File: config.mk
export PLATFORM = sky130hd
export DESIGN_NAME = wr_splitter
export DESIGN_NICKNAME = d
export VERILOG_FILES = /design/src/rtl/wr_split_pkg.sv /design/src/rtl/wr_split_step.sv /design/src/rtl/wr_split_pack.sv /design/src/rtl/wr_splitter.sv
export SDC_FILE = /design/constraint.sdc
export NUM_CORES = 1
export LEC_CHECK = 0
export BUFFER_PORTS_ARGS = -buffer_cell sky130_fd_sc_hd__buf_2
export CORE_ASPECT_RATIO = 1.2
export CORE_UTILIZATION = 46
export DETAILED_ROUTE_END_ITERATION = 8
export GPL_ROUTABILITY_DRIVEN = 1
export GPL_TIMING_DRIVEN = 0
export HOLD_SLACK_MARGIN = 0.05
export PLACE_DENSITY = 0.74
export SLEW_MARGIN = 10
export SYNTH_ARGS = -nofsm -noshare
export SYNTH_HDL_FRONTEND = slang
export SYNTH_SLANG_ARGS = --single-unit
File: constraint.sdc
create_clock -name clk_i -period 6 [get_ports clk_i]
set_input_delay 1.8 -clock clk_i [delete_from_list [all_inputs] [get_ports clk_i]]
set_output_delay 1.8 -clock clk_i [all_outputs]
set_load 0.02 [all_outputs]
File: src/rtl/wr_split_pkg.sv
package wr_split_pkg;
  typedef enum logic [2:0] {
    ST_IDLE,
    ST_PLAN,
    ST_GATHER,
    ST_ISSUE,
    ST_WAIT,
    ST_FIN
  } split_state_e;

  localparam logic [7:0] OP_WORD = 8'h42;
  localparam logic [7:0] OP_BUF  = 8'hEA;
endpackage

File: src/rtl/wr_split_step.sv
module wr_split_step #(
  parameter int ADDR_W    = 32,
  parameter int CNT_W     = 17,
  parameter int BUF_BYTES = 2048
) (
  input  logic [ADDR_W-1:0] addr_i,
  input  logic [CNT_W-1:0]  remain_i,
  output logic              aligned_o,
  output logic [CNT_W-1:0]  chunk_o
);
  localparam int ALIGN_W = (BUF_BYTES > 1) ? $clog2(BUF_BYTES) : 1;
  localparam logic [CNT_W-1:0] BUF_LEN = CNT_W'(BUF_BYTES);

  assign aligned_o = (addr_i[ALIGN_W-1:0] == '0);
  assign chunk_o   = (remain_i < BUF_LEN) ? remain_i : BUF_LEN;
endmodule

File: src/rtl/wr_split_pack.sv
module wr_split_pack #(
  parameter int BUS_BYTES = 4,
  parameter int CNT_W     = 17
) (
  input  logic                   clk_i,
  input  logic                   rst_ni,
  input  logic                   clr_i,
  input  logic                   en_i,
  input  logic [7:0]             byte_i,
  input  logic [CNT_W-1:0]       base_i,
  output logic [CNT_W-1:0]       rd_addr_o,
  output logic [BUS_BYTES*8-1:0] word_o,
  output logic                   last_o
);
  localparam int IDX_W = (BUS_BYTES > 1) ? $clog2(BUS_BYTES) : 1;

  logic [IDX_W-1:0] idx_q;

  assign last_o    = (idx_q == IDX_W'(BUS_BYTES - 1));
  assign rd_addr_o = base_i + CNT_W'(idx_q);

  always_ff @(posedge clk_i or negedge rst_ni) begin
    if (!rst_ni)     idx_q <= '0;
    else if (clr_i)  idx_q <= '0;
    else if (en_i)   idx_q <= last_o ? '0 : idx_q + 1'b1;
  end

  for (genvar g = 0; g < BUS_BYTES; g++) begin : g_lane
    logic [7:0] lane_q;
    always_ff @(posedge clk_i or negedge rst_ni) begin
      if (!rst_ni)                             lane_q <= '0;
      else if (en_i && idx_q == IDX_W'(g))     lane_q <= byte_i;
    end
    assign word_o[g*8 +: 8] = lane_q;
  end
endmodule

File: src/rtl/wr_splitter.sv
module wr_splitter
  import wr_split_pkg::*;
#(
  parameter int ADDR_W    = 32,
  parameter int LEN_W     = 16,
  parameter int BUS_BYTES = 4,
  parameter int BUF_WORDS = 512
) (
  input  logic                   clk_i,
  input  logic                   rst_ni,
  input  logic                   req_valid_i,
  output logic                   req_ready_o,
  input  logic [ADDR_W-1:0]      req_addr_i,
  input  logic [LEN_W-1:0]       req_len_i,
  output logic [LEN_W:0]         pay_addr_o,
  input  logic [7:0]             pay_data_i,
  output logic                   cmd_valid_o,
  input  logic                   cmd_ready_i,
  output logic [7:0]             cmd_code_o,
  output logic [ADDR_W-1:0]      cmd_addr_o,
  output logic [BUS_BYTES*8-1:0] cmd_data_o,
  output logic [LEN_W:0]         cmd_count_o,
  output logic [LEN_W:0]         cmd_ptr_o,
  input  logic                   done_i,
  input  logic                   err_i,
  output logic                   fin_valid_o,
  output logic [LEN_W:0]         fin_count_o,
  output logic                   fin_err_o
);
  localparam int CNT_W     = LEN_W + 1;
  localparam int BUF_BYTES = BUF_WORDS * BUS_BYTES;
  localparam int ALIGN_W   = (BUF_BYTES > 1) ? $clog2(BUF_BYTES) : 1;

  split_state_e           state_q;
  logic [ADDR_W-1:0]      addr_q;
  logic [CNT_W-1:0]       len_q, done_q, step_q;
  logic                   word_q, err_q;
  logic                   aligned;
  logic [CNT_W-1:0]       chunk, next_done;
  logic [BUS_BYTES*8-1:0] packed_word;
  logic                   pack_last;

  wr_split_step #(
    .ADDR_W   (ADDR_W),
    .CNT_W    (CNT_W),
    .BUF_BYTES(BUF_BYTES)
  ) i_step (
    .addr_i   (addr_q),
    .remain_i (len_q - done_q),
    .aligned_o(aligned),
    .chunk_o  (chunk)
  );

  wr_split_pack #(
    .BUS_BYTES(BUS_BYTES),
    .CNT_W    (CNT_W)
  ) i_pack (
    .clk_i    (clk_i),
    .rst_ni   (rst_ni),
    .clr_i    (state_q == ST_PLAN),
    .en_i     (state_q == ST_GATHER),
    .byte_i   (pay_data_i),
    .base_i   (done_q),
    .rd_addr_o(pay_addr_o),
    .word_o   (packed_word),
    .last_o   (pack_last)
  );

  assign next_done = done_q + step_q;

  always_ff @(posedge clk_i or negedge rst_ni) begin
    if (!rst_ni) begin
      state_q <= ST_IDLE;
      addr_q  <= '0;
      len_q   <= '0;
      done_q  <= '0;
      step_q  <= '0;
      word_q  <= 1'b0;
      err_q   <= 1'b0;
    end else begin
      unique case (state_q)
        ST_IDLE: if (req_valid_i) begin
          addr_q  <= req_addr_i;
          len_q   <= CNT_W'(req_len_i);
          done_q  <= '0;
          err_q   <= 1'b0;
          state_q <= (req_len_i == '0) ? ST_FIN : ST_PLAN;
        end
        ST_PLAN: begin
          word_q  <= ~aligned;
          step_q  <= aligned ? chunk : CNT_W'(BUS_BYTES);
          state_q <= aligned ? ST_ISSUE : ST_GATHER;
        end
        ST_GATHER: if (pack_last) state_q <= ST_ISSUE;
        ST_ISSUE:  if (cmd_ready_i) state_q <= ST_WAIT;
        ST_WAIT: if (done_i) begin
          if (err_i) begin
            err_q   <= 1'b1;
            state_q <= ST_FIN;
          end else begin
            addr_q  <= addr_q + ADDR_W'(step_q);
            done_q  <= next_done;
            state_q <= (next_done >= len_q) ? ST_FIN : ST_PLAN;
          end
        end
        ST_FIN:  state_q <= ST_IDLE;
        default: state_q <= ST_IDLE;
      endcase
    end
  end

  assign req_ready_o = (state_q == ST_IDLE);
  assign cmd_valid_o = (state_q == ST_ISSUE);
  assign cmd_code_o  = word_q ? OP_WORD : OP_BUF;
  assign cmd_addr_o  = addr_q;
  assign cmd_data_o  = word_q ? packed_word : '0;
  assign cmd_count_o = word_q ? '0 : step_q;
  assign cmd_ptr_o   = done_q;
  assign fin_valid_o = (state_q == ST_FIN);
  assign fin_count_o = done_q;
  assign fin_err_o   = err_q;


  cmd_hold_chk: assert property (@(posedge clk_i) disable iff (!rst_ni)
    cmd_valid_o && !cmd_ready_i |=> cmd_valid_o && $stable(cmd_addr_o)
      && $stable(cmd_data_o) && $stable(cmd_count_o) && $stable(cmd_code_o));


  buf_step_chk: assert property (@(posedge clk_i) disable iff (!rst_ni)
    cmd_valid_o && cmd_code_o == OP_BUF |-> cmd_addr_o[ALIGN_W-1:0] == '0
      && cmd_count_o != '0 && cmd_count_o <= CNT_W'(BUF_BYTES));


  word_step_chk: assert property (@(posedge clk_i) disable iff (!rst_ni)
    cmd_valid_o && cmd_code_o == OP_WORD |-> cmd_addr_o[ALIGN_W-1:0] != '0
      && cmd_count_o == '0);


  err_count_chk: assert property (@(posedge clk_i) disable iff (!rst_ni)
    fin_valid_o && fin_err_o |-> fin_count_o < len_q);


  fin_pulse_chk: assert property (@(posedge clk_i) disable iff (!rst_ni)
    fin_valid_o |=> !fin_valid_o && req_ready_o);


  fin_count_chk: assert property (@(posedge clk_i) disable iff (!rst_ni)
    fin_valid_o && !fin_err_o |-> fin_count_o >= len_q);
endmodule

### Word level (Yosys, flattened, before mapping)

Cells that the tools add are included.

| cells by class | value |
|---|---|
| $add $sub $neg | 5 |
| magnitude comparators | 2 |
| equal/unequal tests | 14 |
| muxes and demuxes | 29 |
| bitwise gates (word level) | 1 |
| reduce and logical (&&, ||, !) cells | 14 |

Operators by type and width:

| operator | number |
|---|---|
| $mux W32 | 4 |
| $mux W17 | 6 |
| $pmux W32 S2 | 1 |
| $pmux W17 S2 | 1 |
| $add A32 B17 Y32 | 1 |
| $mux W3 | 7 |
| $add A17 B17 Y17 | 1 |
| $add A17 B2 Y17 | 1 |
| $ge A17 B16 Y1 | 1 |
| $lt A17 B12 Y1 const B | 1 |
| $sub A16 B17 Y17 | 1 |
| $logic_not A16 Y1 | 1 |
| $pmux W3 S5 | 1 |
| $reduce_and A4 Y1 | 3 |
| $logic_not A11 Y1 | 1 |
| $ne A2 B2 Y1 const B | 5 |
| $mux W8 | 1 |
| $eq A3 B2 Y1 const B | 2 |
| $eq A3 B3 Y1 const B | 2 |
| $mux W2 | 3 |
| $eq A2 B2 Y1 const B | 2 |
| $logic_and A1 B1 Y1 | 4 |
| $mux W1 | 4 |
| $reduce_bool A2 Y1 | 2 |
| other kinds (9) | 9 |

| word-level totals | value |
|---|---|
| flip-flop bits (word level) | 121 |
| bits of input ports | 62 |
| word-level logic and storage cells | 77 |

### Logic depth before layout (Yosys ltp)

Gate-level depths: netlist of the first run.

| logic depth | value |
|---|---|
| depth in word-level cells | 6 |
| mapped depth | 17 |
| gate-level depth less buffers | 17 |

### Modules after synthesis

A second synthesis of the first run with hierarchy kept.

| unflattened totals | value |
|---|---|
| cell total of the unflattened synthesis | 1037 |
| area, all modules | 9082.5 µm² |

By module, submodules not included:

| module | instances | cells an instance | area an instance (µm²) |
|---|---|---|---|
| wr_splitter | 1 | 883 | 7165.6 |
| wr_split_pack | 1 | 128 | 1646.6 |
| wr_split_step | 1 | 26 | 270.3 |

### Worst setup path after synthesis of the first run

OpenSTA, ideal clock, no wires.

| path | value |
|---|---|
| kind | reg2out |
| start point | register done_q[2] (netlist: cmd_ptr_o[2]) |
| end point | output pay_addr_o[16] |
| arrival time | 1.987 ns |
| setup slack | 2.213 ns |
| stages on the path, launching flop included | 8 |
| buffers on the path | 0 |
| cell sequence | dfrtp_1 > inv_1 > nor3_1 > and3_1 > nand4_1 > nor2_1 > nand3_1 > xnor2_1 |

| between the ends | value |
|---|---|
| longest elaborated chain between the ends | 1 |

Ends and longest elaborated chain:

| item | RTL line | text |
|---|---|---|
| start, declared | wr_splitter.sv:36 | `logic [CNT_W-1:0] len_q, done_q, step_q;` |
| start signal, assigned | wr_splitter.sv:102 | `done_q <= next_done;` |
| $add A17 B2 Y17 | wr_split_pack.sv:20 | `assign rd_addr_o = base_i + CNT_W'(idx_q);` |
| end, declared | wr_splitter.sv:15 | `output logic [LEN_W:0] pay_addr_o,` |

No other way between the ends.

### Worst setup path after layout of the first run

Same ends and word-level chain as after synthesis.

==> results of run 1 <==
## worst max-delay path by stage
stage	start	to	slack, ns
CTS	cmd_ptr_o[0]	pay_addr_o[16]	1.50
finish	cmd_ptr_o[2]	pay_addr_o[16]	1.44
global route	cmd_ptr_o[0]	state_q[2]	1.25
global placement	rst_ni	cmd_addr_o[23]	1.51
detailed placement	cmd_ptr_o[0]	state_q[2]	1.64
floorplan	cmd_ptr_o[2]	pay_addr_o[16]	2.21
## synthesized netlist by cell type, types with 5 or more instances
cell / n
dfrtp_1: 121
nand2_1: 88
o21ai_0: 72
ha_1: 71
nor2_1: 65
a21oi_1: 62
inv_1: 58
and2_1: 40
xnor2_1: 37
clkbuf_1: 34
mux2_2: 32
nor3_1: 25
buf_4: 24
nor2b_1: 23
nand3_1: 21
a21o_1: 17
o21a_1: 17
a31oi_1: 16
and3_1: 15
xor2_1: 12
a32o_1: 9
o22ai_1: 9
a211oi_1: 8
nand2b_1: 8
nand4_1: 8
a22o_1: 7
nor4_1: 7
o31ai_1: 7
or3_1: 5
## per-stage QoR
stage / area, sq um / instances / utilization / hold slack (ns)
floorplan: 8710 / 989 / - / 0.473
global placement: 10000 / 1441 / 0.546 / 0.481
detailed placement: 10100 / 1442 / 0.548 / 0.489
CTS: 10600 / 1474 / 0.579 / 0.501
global route: 10600 / 1474 / 0.579 / 0.510
finish: 10600 / 1474 / 0.579 / 0.498
## metal layers
metal,global-route usage,share of wire
met4,0.128,0.029
met1,0.349,0.43
met3,0.0446,0.054
met2,0.472,0.49
met5,0,0
## logic make-up (layout without fill, tap and decap cells)
group	count (synthesis)	after routing	synth area share
buffers and inverters	121	354	0.0630
adder cells (fa/ha/maj)	75	75	0.111
other	2	5	0.000863
multiplexers	36	36	0.0460
AO/OA/AOI/OAI	268	268	0.203
flip-flops	121	121	0.348
AND/OR/NAND/NOR	314	314	0.178
XOR/XNOR	49	49	0.0493
## final cells by class
class                           instances  area, sq um
Sequential cell                       121         3030
Clock inverter                         12          126
Tap cell                              252          315
Fill cell                            1689         7740
Multi-Input combinational cell        747         5140
Clock buffer                           20          447
Buffer                                 63          330
Timing Repair Buffer                  201         1030
Inverter                               58          218
## registers in the layout, indices dropped and copies added (netlist names)
| signal | cells |
|---|---|
| cmd_addr_o | 32 |
| i_pack.g_lane.lane_q | 32 |
| cmd_ptr_o | 17 |
| step_q | 17 |
| len_q | 16 |
| state_q | 3 |
| i_pack.idx_q | 2 |
| fin_err_o | 1 |
| word_q | 1 |
## power breakdown
group          internal [mW]  total (mW)  switching, mW
sequential              1.11        1.34          0.233
clock                  0.618        1.00          0.386
combinational           1.01        2.57           1.56
total                   2.74        4.91           2.17
==> metrics.md, run 1 <==
| Metric | Value |
|---|---|
| Asr flop ratio synth | `1.00` |
| FF-to-FF Start | `cmd_ptr_o[0]` |
| Top FF cell, synth | `dfrtp_1` |
| CP arrival | `2.76 ns` |
| Static Leak | `5.11 nW` |
| Status | `completed` |
| Clk_lat worst skew | `0.43 ns` |
| CP delay by family, top | `simple AND/OR/NAND/NOR gates` |
| Row count | `54` |
| Critical Path, Cell by Cell | `inv_1, nor3_1, and3_1, nand4_1, nor2_1, nand3_1, xnor2_1, buf_2` |
| Max VDD drop | `around 0.23 mV` |
| Routed WL | `26,500 microns` |
| Mean Syn Cell Area | `8.82 sq um` |
| Fin crit share | `0.759` |
| Post-CTS Setup Inserts | `0` |
| TNS Setup | `0 ns` |
| Post-CTS resize count | `0` |
| Total track usage | `0.280` |
| DRC viols | `0` |
| Worst Hold Path EP | `i_pack.g_lane[3].lane_q[7]` |
| FMAX | `0.219 GHz` |
| Seq/Total Area, Yosys | `0.348` |
| Power per cell area | `462 mW/mm^2` |
| Routed Antenna Nets | `0` |
| Critical path's slowest cell | `dfrtp_1` |
| N_diodes | `0` |
| Final setup margin | `1.44 ns` |
| CP Data Required Time | `4.20 ns` |
| CP peak stage delay | `0.45 ns` |
| Overall power | `about 5 mW` |
| Initial antenna violation count | `0` |
| GPL Wtd Cong | `0.953` |
| Most frequent cells in the layout | `202 x buf_2, 121 x dfrtp_1, 88 x nand2_1` |
| DR vias/cell | `about 5.6` |
| Longest Clk Path Bufs | `2` |
| Die H | `153 microns` |
| Ports | `between 200 and 250` |
| Slew @ Worst Pin | `1.18 ns` |
| Root Buffer | `clkbuf_16` |
| Detailed Routing Iterations Pass 1 | `5` |
| Layout Nets | `about 1,300` |
| Yosys top cell by area | `dfrtp_1` |
| Min-Delay Startpoint | `i_pack.g_lane[3].lane_q[7]` |
| Fin. max-slew vios | `0` |
| Htree depth | `4` |
| Reg2reg setup slack | `1.63 ns` |
| Yosys warnings | `0` |
| Setup crit end kind | `primary output` |
| Area growth, synth to finish | `22.2%` |
| RSZ-0062 raised after global routing | `false` |
| Minimum clock period | `4.56 ns` |
| Starting Density | `0.473` |
| Critical setup path kind | `reg2out` |
| Commonest non-fill, non-tap cell in the layout | `buf_2` |
| Most area-consuming cells after synthesis | `dfrtp_1 35%, ha_1 10%, o21ai_0 4.1%, mux2_2 4.1%, nand2_1 3.8%` |
| DR WL/cell | `18.0 microns` |
| Crit Path Max Fanout | `6` |
| Die width | `128 microns` |
| Hold_buf cts | `0` |
| Hold path depth | `1` |
| Distinct cell type count after synthesis | `66` |
| Placement Setup Slack | `approximately 1.6 ns` |
| EDFF count, synth | `0` |
| Number of global-route vias before repair | `7,940` |
| CP Launch Type | `register` |
| CTS tree | `yes` |
| Die area | `0.0195 sq mm` |
| Iter 0 DRT Violations | `539` |
| Setup violators final | `0` |
| Synth top area share | `0.348` |
| TritonCTS buffer count | `17` |
| Cell Area, Synth | `around 0.0087 sq mm` |
| Detailed-route via count | `between 8,000 and 9,000` |
| Grt ovf | `0` |
| Clock sinks | `121` |
| Final Hold Fails | `0` |
| Flop and latch count out of synthesis | `121` |
| Port buffer count | `200` |
| Hold Path Class | `reg2reg` |
| First-pass GRT wire length | `roughly 42,000 microns` |
| Total core area | `0.0184 sq mm` |
| Share of cells above drive strength 1 | `0.248` |
| Largest net degree at the start of global routing | `90` |
| Crit. path cell count | `8` |
| RR Endpoint | `state_q[2]` |
| Clock slew at reported path FFs | `approximately 0.050 ns` |
| Slew HR | `0.208` |
| Post-Synthesis Cells | `986` |
| DP HPWL | `slightly above 20,000 microns` |
| Worst path bufs/invs | `2` |
| Number of max-cap violations | `0` |
| Setup Skew | `0.00965 ns` |
| Worst R2R Path Depth | `16` |
Note: power is estimated with default switching activity, not from simulation.
==> inputs of run 2 (changes only) <==
--- a/config.mk
+++ b/config.mk
@@ -5,6 +5,7 @@
 export SDC_FILE = /design/constraint.sdc
 export NUM_CORES = 1
 export LEC_CHECK = 0
+export ABC_AREA = 1
 export BUFFER_PORTS_ARGS = -buffer_cell sky130_fd_sc_hd__buf_2
 export CORE_ASPECT_RATIO = 1.2
 export CORE_UTILIZATION = 46
@@ -12,7 +13,7 @@
 export GPL_ROUTABILITY_DRIVEN = 1
 export GPL_TIMING_DRIVEN = 0
 export HOLD_SLACK_MARGIN = 0.05
-export PLACE_DENSITY = 0.74
+export PLACE_DENSITY = 0.76
 export SLEW_MARGIN = 10
 export SYNTH_ARGS = -nofsm -noshare
 export SYNTH_HDL_FRONTEND = slang
==> constraint.sdc (replaced) <==
create_clock -name clk_i -period 3.85 [get_ports clk_i]
set_input_delay 1.155 -clock clk_i [delete_from_list [all_inputs] [get_ports clk_i]]
set_output_delay 1.155 -clock clk_i [all_outputs]
set_load 0.02 [all_outputs]
==> metrics.md, run 2 <==
| Metric | Value |
|---|---|
| FMAX | `0.259 GHz` |
| Reg area | `0.00303 sq mm (about the same)` |
| Hold path depth | `2 (+1)` |
| Detailed-route via count | `9,565 (+15%)` |
| Asr flop ratio synth | `1.00 (unchanged)` |
| Hold_buf cts | `0 (unchanged)` |
| CP Data Required Time | `2.69 ns (-1.51 ns)` |
| Clock sinks | `121 (unchanged)` |
| Placement Setup Slack | `-0.148 ns (-1.79 ns)` |
| Overall power | `8.04 mW (+64%)` |
| Area of the multi-input gates | `0.00523 sq mm (+1.9%)` |
| Fin. max-slew vios | `0 (unchanged)` |
| CTS tree | `yes` |
| Largest net degree at the start of global routing | `91 (+1.1%)` |
| Top-count cell post-synth | `nand2_1` |
| Power per cell area | `704 mW/mm^2 (+52%)` |
| DR vias/cell | `5.19 (-7.9%)` |
| Clock slew at reported path FFs | `0.06 ns (about the same)` |
| Number of global-route vias before repair | `9,095 (+15%)` |
| Yosys warnings | `0 (unchanged)` |
| Final Hold Fails | `0 (unchanged)` |
| TritonCTS buffer count | `17 (unchanged)` |
| DRC viols | `0 (unchanged)` |
| Flop and latch count out of synthesis | `121 (unchanged)` |
| Setup violators final | `1 (+1)` |
| DR WL/cell | `15.9 microns (-12%)` |
| TNS Setup | `-0.00457 ns (-0.00457 ns)` |
| Post-Synthesis Cells | `1,333 (+35%)` |
| Distinct cell type count after synthesis | `49 (-26%)` |
| Area growth, synth to finish | `23.3%` |
| Die width | `132 microns (+3.1%)` |
| Yosys top cell by area | `dfrtp_1` |
| Top FF cell, synth | `dfrtp_1` |
| Number of max-cap violations | `0 (unchanged)` |
| Placed cell count | `1,798 (+25%)` |
| First-pass GRT wire length | `46,500 microns (+11%)` |
| Hold WS | `0.485 ns (-0.0127 ns)` |
| Port buffer count | `200 (unchanged)` |
| CP Launch Type | `register` |
| Dpl cell area | `0.0106 sq mm (+5.7%)` |
| Routed Antenna Nets | `0 (unchanged)` |
| Most area-consuming cells after synthesis | `dfrtp_1 33%, nand2_1 14%, ha_1 9.6%, inv_1 8.0%, nor2_1 4.9%` |
| Routed WL | `29,300 microns (+10%)` |
| Iter 0 DRT Violations | `686 (+27%)` |
| Htree depth | `4 (unchanged)` |
| Setup crit end kind | `primary output` |
| Die area | `0.0207 sq mm (+6.4%)` |
| Detailed Routing Iterations Pass 1 | `6 (+1)` |
| Hold Path Class | `reg2reg` |
| Mean Syn Cell Area | `6.95 sq um (-21%)` |
| Fin util | `0.582 (+0.00350)` |
| Crit Path Max Fanout | `2 (-4)` |
| Worst R2R Path Depth | `26 (+10)` |
| DP HPWL | `23,100 microns (+13%)` |
| Row count | `56 (+3.7%)` |
| Total core area | `0.0196 sq mm (+6.8%)` |
| Static Leak | `6.33 nW (+24%)` |
| Commonest non-fill, non-tap cell in the layout | `nand2_1` |
| Final setup margin | `-0.00457 ns (-1.45 ns)` |
| CP arrival | `2.70 ns (-0.06 ns)` |
| Total track usage | `0.289 (+0.00996)` |
| Slew HR | `0.472 (+0.265)` |
| Most frequent cells in the layout | `351 x nand2_1, 199 x buf_2, 195 x inv_1` |
| Cell Area, Synth | `0.00926 sq mm (+6.5%)` |
| Minimum clock period | `between 3 and 4 ns` |
| Critical setup path kind | `reg2out` |
| RSZ-0062 raised after global routing | `true` |
| GPL Wtd Cong | `0.964 (+1.2%)` |
| Seq/Total Area, Yosys | `0.327 (-0.0211)` |
| Slew @ Worst Pin | `0.791 ns (-0.388 ns)` |
| Synth top area share | `0.327 (-0.0211)` |
| Status | `complete, but fails checks` |
| Ports | `206 (unchanged)` |
| Share of cells above drive strength 1 | `0.201 (-0.0468)` |
| Grt ovf | `0 (unchanged)` |
| Final cell count without fillers | `1,843 (+25%)` |
| Starting Density | `0.472 (-0.00132)` |
| Post-synth top cells | `354 x nand2_1, 197 x inv_1, 121 x dfrtp_1, 121 x nor2_1, 85 x o21ai_0` |
| FILL cells | `1,907 (+13%)` |
| Longest Clk Path Bufs | `2 (unchanged)` |
| Die H | `157 microns (+3.1%)` |
| Layout Nets | `1,705 (+27%)` |
| Clk_lat worst skew | `0.43 ns (about the same)` |
| EDFF count, synth | `0 (unchanged)` |
| Fin crit share | `1.00` |
| Root Buffer | `clkbuf_16` |
| Post-route cell area | `0.0114 sq mm (+7.4%)` |
| Failing checks | `setup timing` |
| Setup Skew | `0.00873 ns (-0.000929 ns)` |
| Initial antenna violation count | `0 (unchanged)` |
| Max VDD drop | `0.386 mV (+71%)` |
run 2: logic make-up after synthesis:
kind of cell               share of synthesized area
and+or+nand+nor                                0.262
buffers and inverters                          0.120
AOI/OAI and AO/OA                              0.144
DFF                                            0.327
adders and majority gates                      0.105
xor gates and xnor gates                      0.0426
other                                       0.000811
run 2: layout make-up:
| cell class | count | area share |
|---|---|---|
| Clock buffer | 17 | 0.0372 |
| Timing Repair Buffer | 213 | 0.0994 |
| Clock inverter | 15 | 0.0143 |
| Buffer | 55 | 0.0290 |
| Tap cell | 261 | 0.0286 |
| Multi-Input combinational cell | 954 | 0.458 |
| Sequential cell | 121 | 0.265 |
| Antenna cell | 1 | 0.000219 |
| Inverter | 206 | 0.0679 |
run 2: path summary, 6_finish.rpt:
path                                            startpoint                         end  slack (ns)
worst max-delay path                          cmd_ptr_o[0]              pay_addr_o[14]      -0.005
worst min-delay path            i_pack.g_lane[3].lane_q[2]  i_pack.g_lane[3].lane_q[2]        0.49
worst max register to register                cmd_ptr_o[0]                  state_q[2]        0.11
worst min register to register  i_pack.g_lane[3].lane_q[2]  i_pack.g_lane[3].lane_q[2]        0.49
max in group asynchronous                           rst_ni                cmd_ptr_o[0]        2.50
min in group asynchronous                           rst_ni  i_pack.g_lane[1].lane_q[2]        0.60
run 2: power by group:
part           switching (mW)  leakage, nW  internal [mW]
sequential              0.409         1.50           1.74
combinational            2.83         4.54           1.43
clock                   0.670        0.291          0.965
total                    3.91         6.33           4.13
run 2: worst max-delay path: stages (launching register included):
cell and delay, ns:
dfrtp_2 0.42, ha_4 0.15, inv_2 0.03, fa_2 0.38, nor2_4 0.10, nand2_2 0.08, nor3_4 0.16, nand3_2 0.13
nor3_4 0.21, nand3_2 0.12, nor2_2 0.11, nand2_1 0.07, xor2_1 0.15, buf_4 0.16
run 2: metal layers:
metal | GRT usage | part of all wire | up-vias | wire [microns]
met5 | 0 | 0 | - | 0
met4 | 0.123 | 0.034 | 0 | 1010
met3 | 0.0425 | 0.057 | 72 | 1670
met2 | 0.510 | 0.49 | 365 | 14500
met1 | 0.353 | 0.41 | 4392 | 12100
li1 | - | - | 4736 | -
run 2: timing repair:
action                                  4_1_cts  5_1_grt
pin swaps                                     7        7
gates cloned                                  0        0
resized for setup                            24        5
setup buffers                                 8        4
endpoints found under the setup margin        8        7
==> inputs of run 3 (changes only) <==
--- a/config.mk
+++ b/config.mk
@@ -6,13 +6,13 @@
 export NUM_CORES = 1
 export LEC_CHECK = 0
 export ABC_AREA = 1
-export BUFFER_PORTS_ARGS = -buffer_cell sky130_fd_sc_hd__buf_2
+export BUFFER_PORTS_ARGS = -buffer_cell sky130_fd_sc_hd__clkbuf_2
 export CORE_ASPECT_RATIO = 1.2
 export CORE_UTILIZATION = 46
 export DETAILED_ROUTE_END_ITERATION = 8
 export GPL_ROUTABILITY_DRIVEN = 1
 export GPL_TIMING_DRIVEN = 0
-export HOLD_SLACK_MARGIN = 0.05
+export HOLD_SLACK_MARGIN = 0.1
 export PLACE_DENSITY = 0.76
 export SLEW_MARGIN = 10
 export SYNTH_ARGS = -nofsm -noshare
==> metrics.md, run 3 (synthesis results as in run 2) <==
| Metric | Value |
|---|---|
| Setup violators final | `2 (+1)` |
| Iter 0 DRT Violations | `754 (+9.9%)` |
| RSZ-0062 raised after global routing | `true` |
| Crit Path Max Fanout | `2 (unchanged)` |
| Failing checks | `setup timing` |
| Min-Delay Startpoint | `i_pack.g_lane[2].lane_q[0]` |
| CP Capture Point | `pay_addr_o[16]` |
| Total track usage | `0.291 (+0.00127)` |
| Met1 Use GR | `0.347 (-0.00599)` |
| Hold_buf cts | `0 (unchanged)` |
| Final cell count without fillers | `1,842 (-0.054%)` |
| Reg2reg setup slack | `0.19 ns (+0.08 ns)` |
| Fin crit share | `1.02 (+0.0214)` |
| Hold path depth | `2 (unchanged)` |
| DR vias/cell | `5.23 (+0.76%)` |
| Slew @ Worst Pin | `0.799 ns (+0.00724 ns)` |
| GPL Wtd Cong | `0.964 (about the same)` |
| Status | `complete, but fails checks` |
| Max VDD drop | `0.373 mV (-3.5%)` |
| Critical Path, Cell by Cell | `ha_4, inv_2, fa_2, nor2_4, nand2_4, nor3_4, nand3_2, nor3_4, nand3_2, nor2_2, nand2_1, xor2_1, buf_4` |
| Setup crit end kind | `primary output` |
| Longest Clk Path Bufs | `2 (unchanged)` |
| Final Hold Fails | `0 (unchanged)` |
| Power per cell area | `712 mW/mm^2 (+1.1%)` |
| Number of max-cap violations | `0 (unchanged)` |
| Clk_lat worst skew | `0.44 ns (about the same)` |
| Met3 usage | `0.0515 (+0.00902)` |
| Critical setup path kind | `reg2out` |
| CTS tree | `yes` |
| Routed WL | `29,700 microns (+1.5%)` |
| Row count | `56 (unchanged)` |
| CP Data Required Time | `2.69 ns (about the same)` |
| Overall power | `8.16 mW (+1.5%)` |
| Largest net degree at the start of global routing | `93 (+2.2%)` |
| Ports | `206 (unchanged)` |
| Placed cell count | `1,798 (unchanged)` |
| Static Leak | `6.31 nW (-0.30%)` |
| First-pass GRT wire length | `46,500 microns (about the same)` |
| Detailed-route via count | `9,632 (+0.70%)` |
| Clock slew at reported path FFs | `0.06 ns (about the same)` |
| TritonCTS buffer count | `17 (unchanged)` |
| CP Launch Type | `register` |
| Most frequent cells in the layout | `350 x nand2_1, 195 x inv_1, 195 x clkbuf_2` |
| Port buffer count | `200 (unchanged)` |
| GR peak layer | `met2` |
| Minimum clock period | `3.94 ns (+0.0824 ns)` |
| Worst R2R Path Depth | `27 (+3.8%)` |
| Starting Density | `0.472 (unchanged)` |
| Total core area | `0.0196 sq mm (unchanged)` |
| FMAX | `0.254 GHz (-2.1%)` |
| DRC viols | `0 (unchanged)` |
| Share of cells above drive strength 1 | `0.201 (about the same)` |
| Slew HR | `0.468 (-0.00482)` |
| RR Endpoint | `state_q[2]` |
| Routed Antenna Nets | `0 (unchanged)` |
| Htree depth | `4 (unchanged)` |
| Placement Setup Slack | `-0.298 ns (-0.150 ns)` |
| Worst Setup SP | `cmd_ptr_o[0]` |
| Die width | `132 microns (unchanged)` |
| Hold Path Class | `reg2reg` |
| Number of global-route vias before repair | `9,128 (+0.36%)` |
| Grt ovf | `0 (unchanged)` |
| Die H | `157 microns (unchanged)` |
| Layout Nets | `1,704 (-0.059%)` |
| Initial antenna violation count | `0 (unchanged)` |
| Area growth, synth to finish | `23.8%` |
| Die area | `0.0207 sq mm (unchanged)` |
| CP peak stage delay | `0.43 ns (about the same)` |
| DP HPWL | `23,200 microns (+0.73%)` |
| Met2 usage | `0.494 (-0.0161)` |
| FF-to-FF Start | `cmd_ptr_o[0]` |
| Setup Skew | `0.00949 ns (+0.000761 ns)` |
| Fin. max-slew vios | `0 (unchanged)` |
| Clock sinks | `121 (unchanged)` |
| DR WL/cell | `16.1 microns (+1.6%)` |
| Commonest non-fill, non-tap cell in the layout | `nand2_1` |
| Detailed Routing Iterations Pass 1 | `5 (-1)` |
| Root Buffer | `clkbuf_16` |
| Final setup margin | `-0.0870 ns (-0.0824 ns)` |
| CP arrival | `2.78 ns (+0.08 ns)` |
| Critical path's slowest cell | `dfrtp_2` |
==> run 3: cell types whose count changed in the layout (fill, tap and decap cells not counted), sizes merged <==
cell | before | now
clkbuf | 37 | 235
buf | 248 | 51
clkinvlp | 1 | 3
inv | 212 | 208
clkinv | 6 | 4
bufinv | 2 | 4
==> run 3: per-layer routing <==
| metal | up-vias | share of wire |
|---|---|---|
| met2 | 346 | 0.49 |
| li1 | 4732 | - |
| met4 | 0 | 0.043 |
| met3 | 80 | 0.059 |
| met5 | - | 0 |
| met1 | 4474 | 0.41 |
==> run 3: power by group <==
group	internal (mW)	total (mW)	switching, mW
sequential	1.74	2.15	0.411
clock	1.11	1.76	0.650
combinational	1.41	4.25	2.84
==> run 3: cell type report <==
| type | count | area [sq um] |
|---|---|---|
| Buffer | 55 | 332 |
| Fill cell | 1894 | 8150 |
| Timing Repair Buffer | 212 | 1130 |
| Tap cell | 261 | 327 |
| Clock inverter | 13 | 194 |
| Multi-Input combinational cell | 954 | 5230 |
| Sequential cell | 121 | 3030 |
| Antenna cell | 1 | 2.50 |
| Clock buffer | 19 | 443 |
| Inverter | 206 | 776 |
==> run 3: repair_timing <==
action                     4_1_cts  5_1_grt
resized for setup               18       19
pin swaps                        8       12
setup buffers                    6        5
setup endpoints to repair        8        9
==> run 3: worst min-delay path by stage <==
stage	slack, ns	to
2_1_floorplan	0.45	i_pack.g_lane[0].lane_q[0]
3_3_place_gp	0.47	i_pack.g_lane[3].lane_q[5]
3_5_place_dp	0.48	i_pack.g_lane[3].lane_q[6]
4_1_cts	0.49	i_pack.g_lane[3].lane_q[6]
5_1_grt	0.51	i_pack.g_lane[2].lane_q[2]
6_report	0.49	i_pack.g_lane[2].lane_q[0]
==> run 3: metrics by stage <==
stage	hold WS, ns	setup TNS (ns)	cell area, sq um	utilization
finish	0.488	-0.151	11500	0.584
global route	0.508	-0.756	11500	0.584
CTS	0.490	-1.16	11400	0.580
detailed placement	0.475	-0.641	10600	0.542
global placement	0.466	-34.28	10600	0.540
floorplan	0.453	0	9270	-
==> run 3: worst max-delay path, delay by kind of cell, from the launching register on <==
kind / cells / cell delay, ns
AND/OR/NAND/NOR: 8 / 1.02
adder cells (fa/ha/maj): 2 / 0.52
flip-flops: 1 / 0.43
buffers and inverters: 2 / 0.21
XOR/XNOR: 1 / 0.17
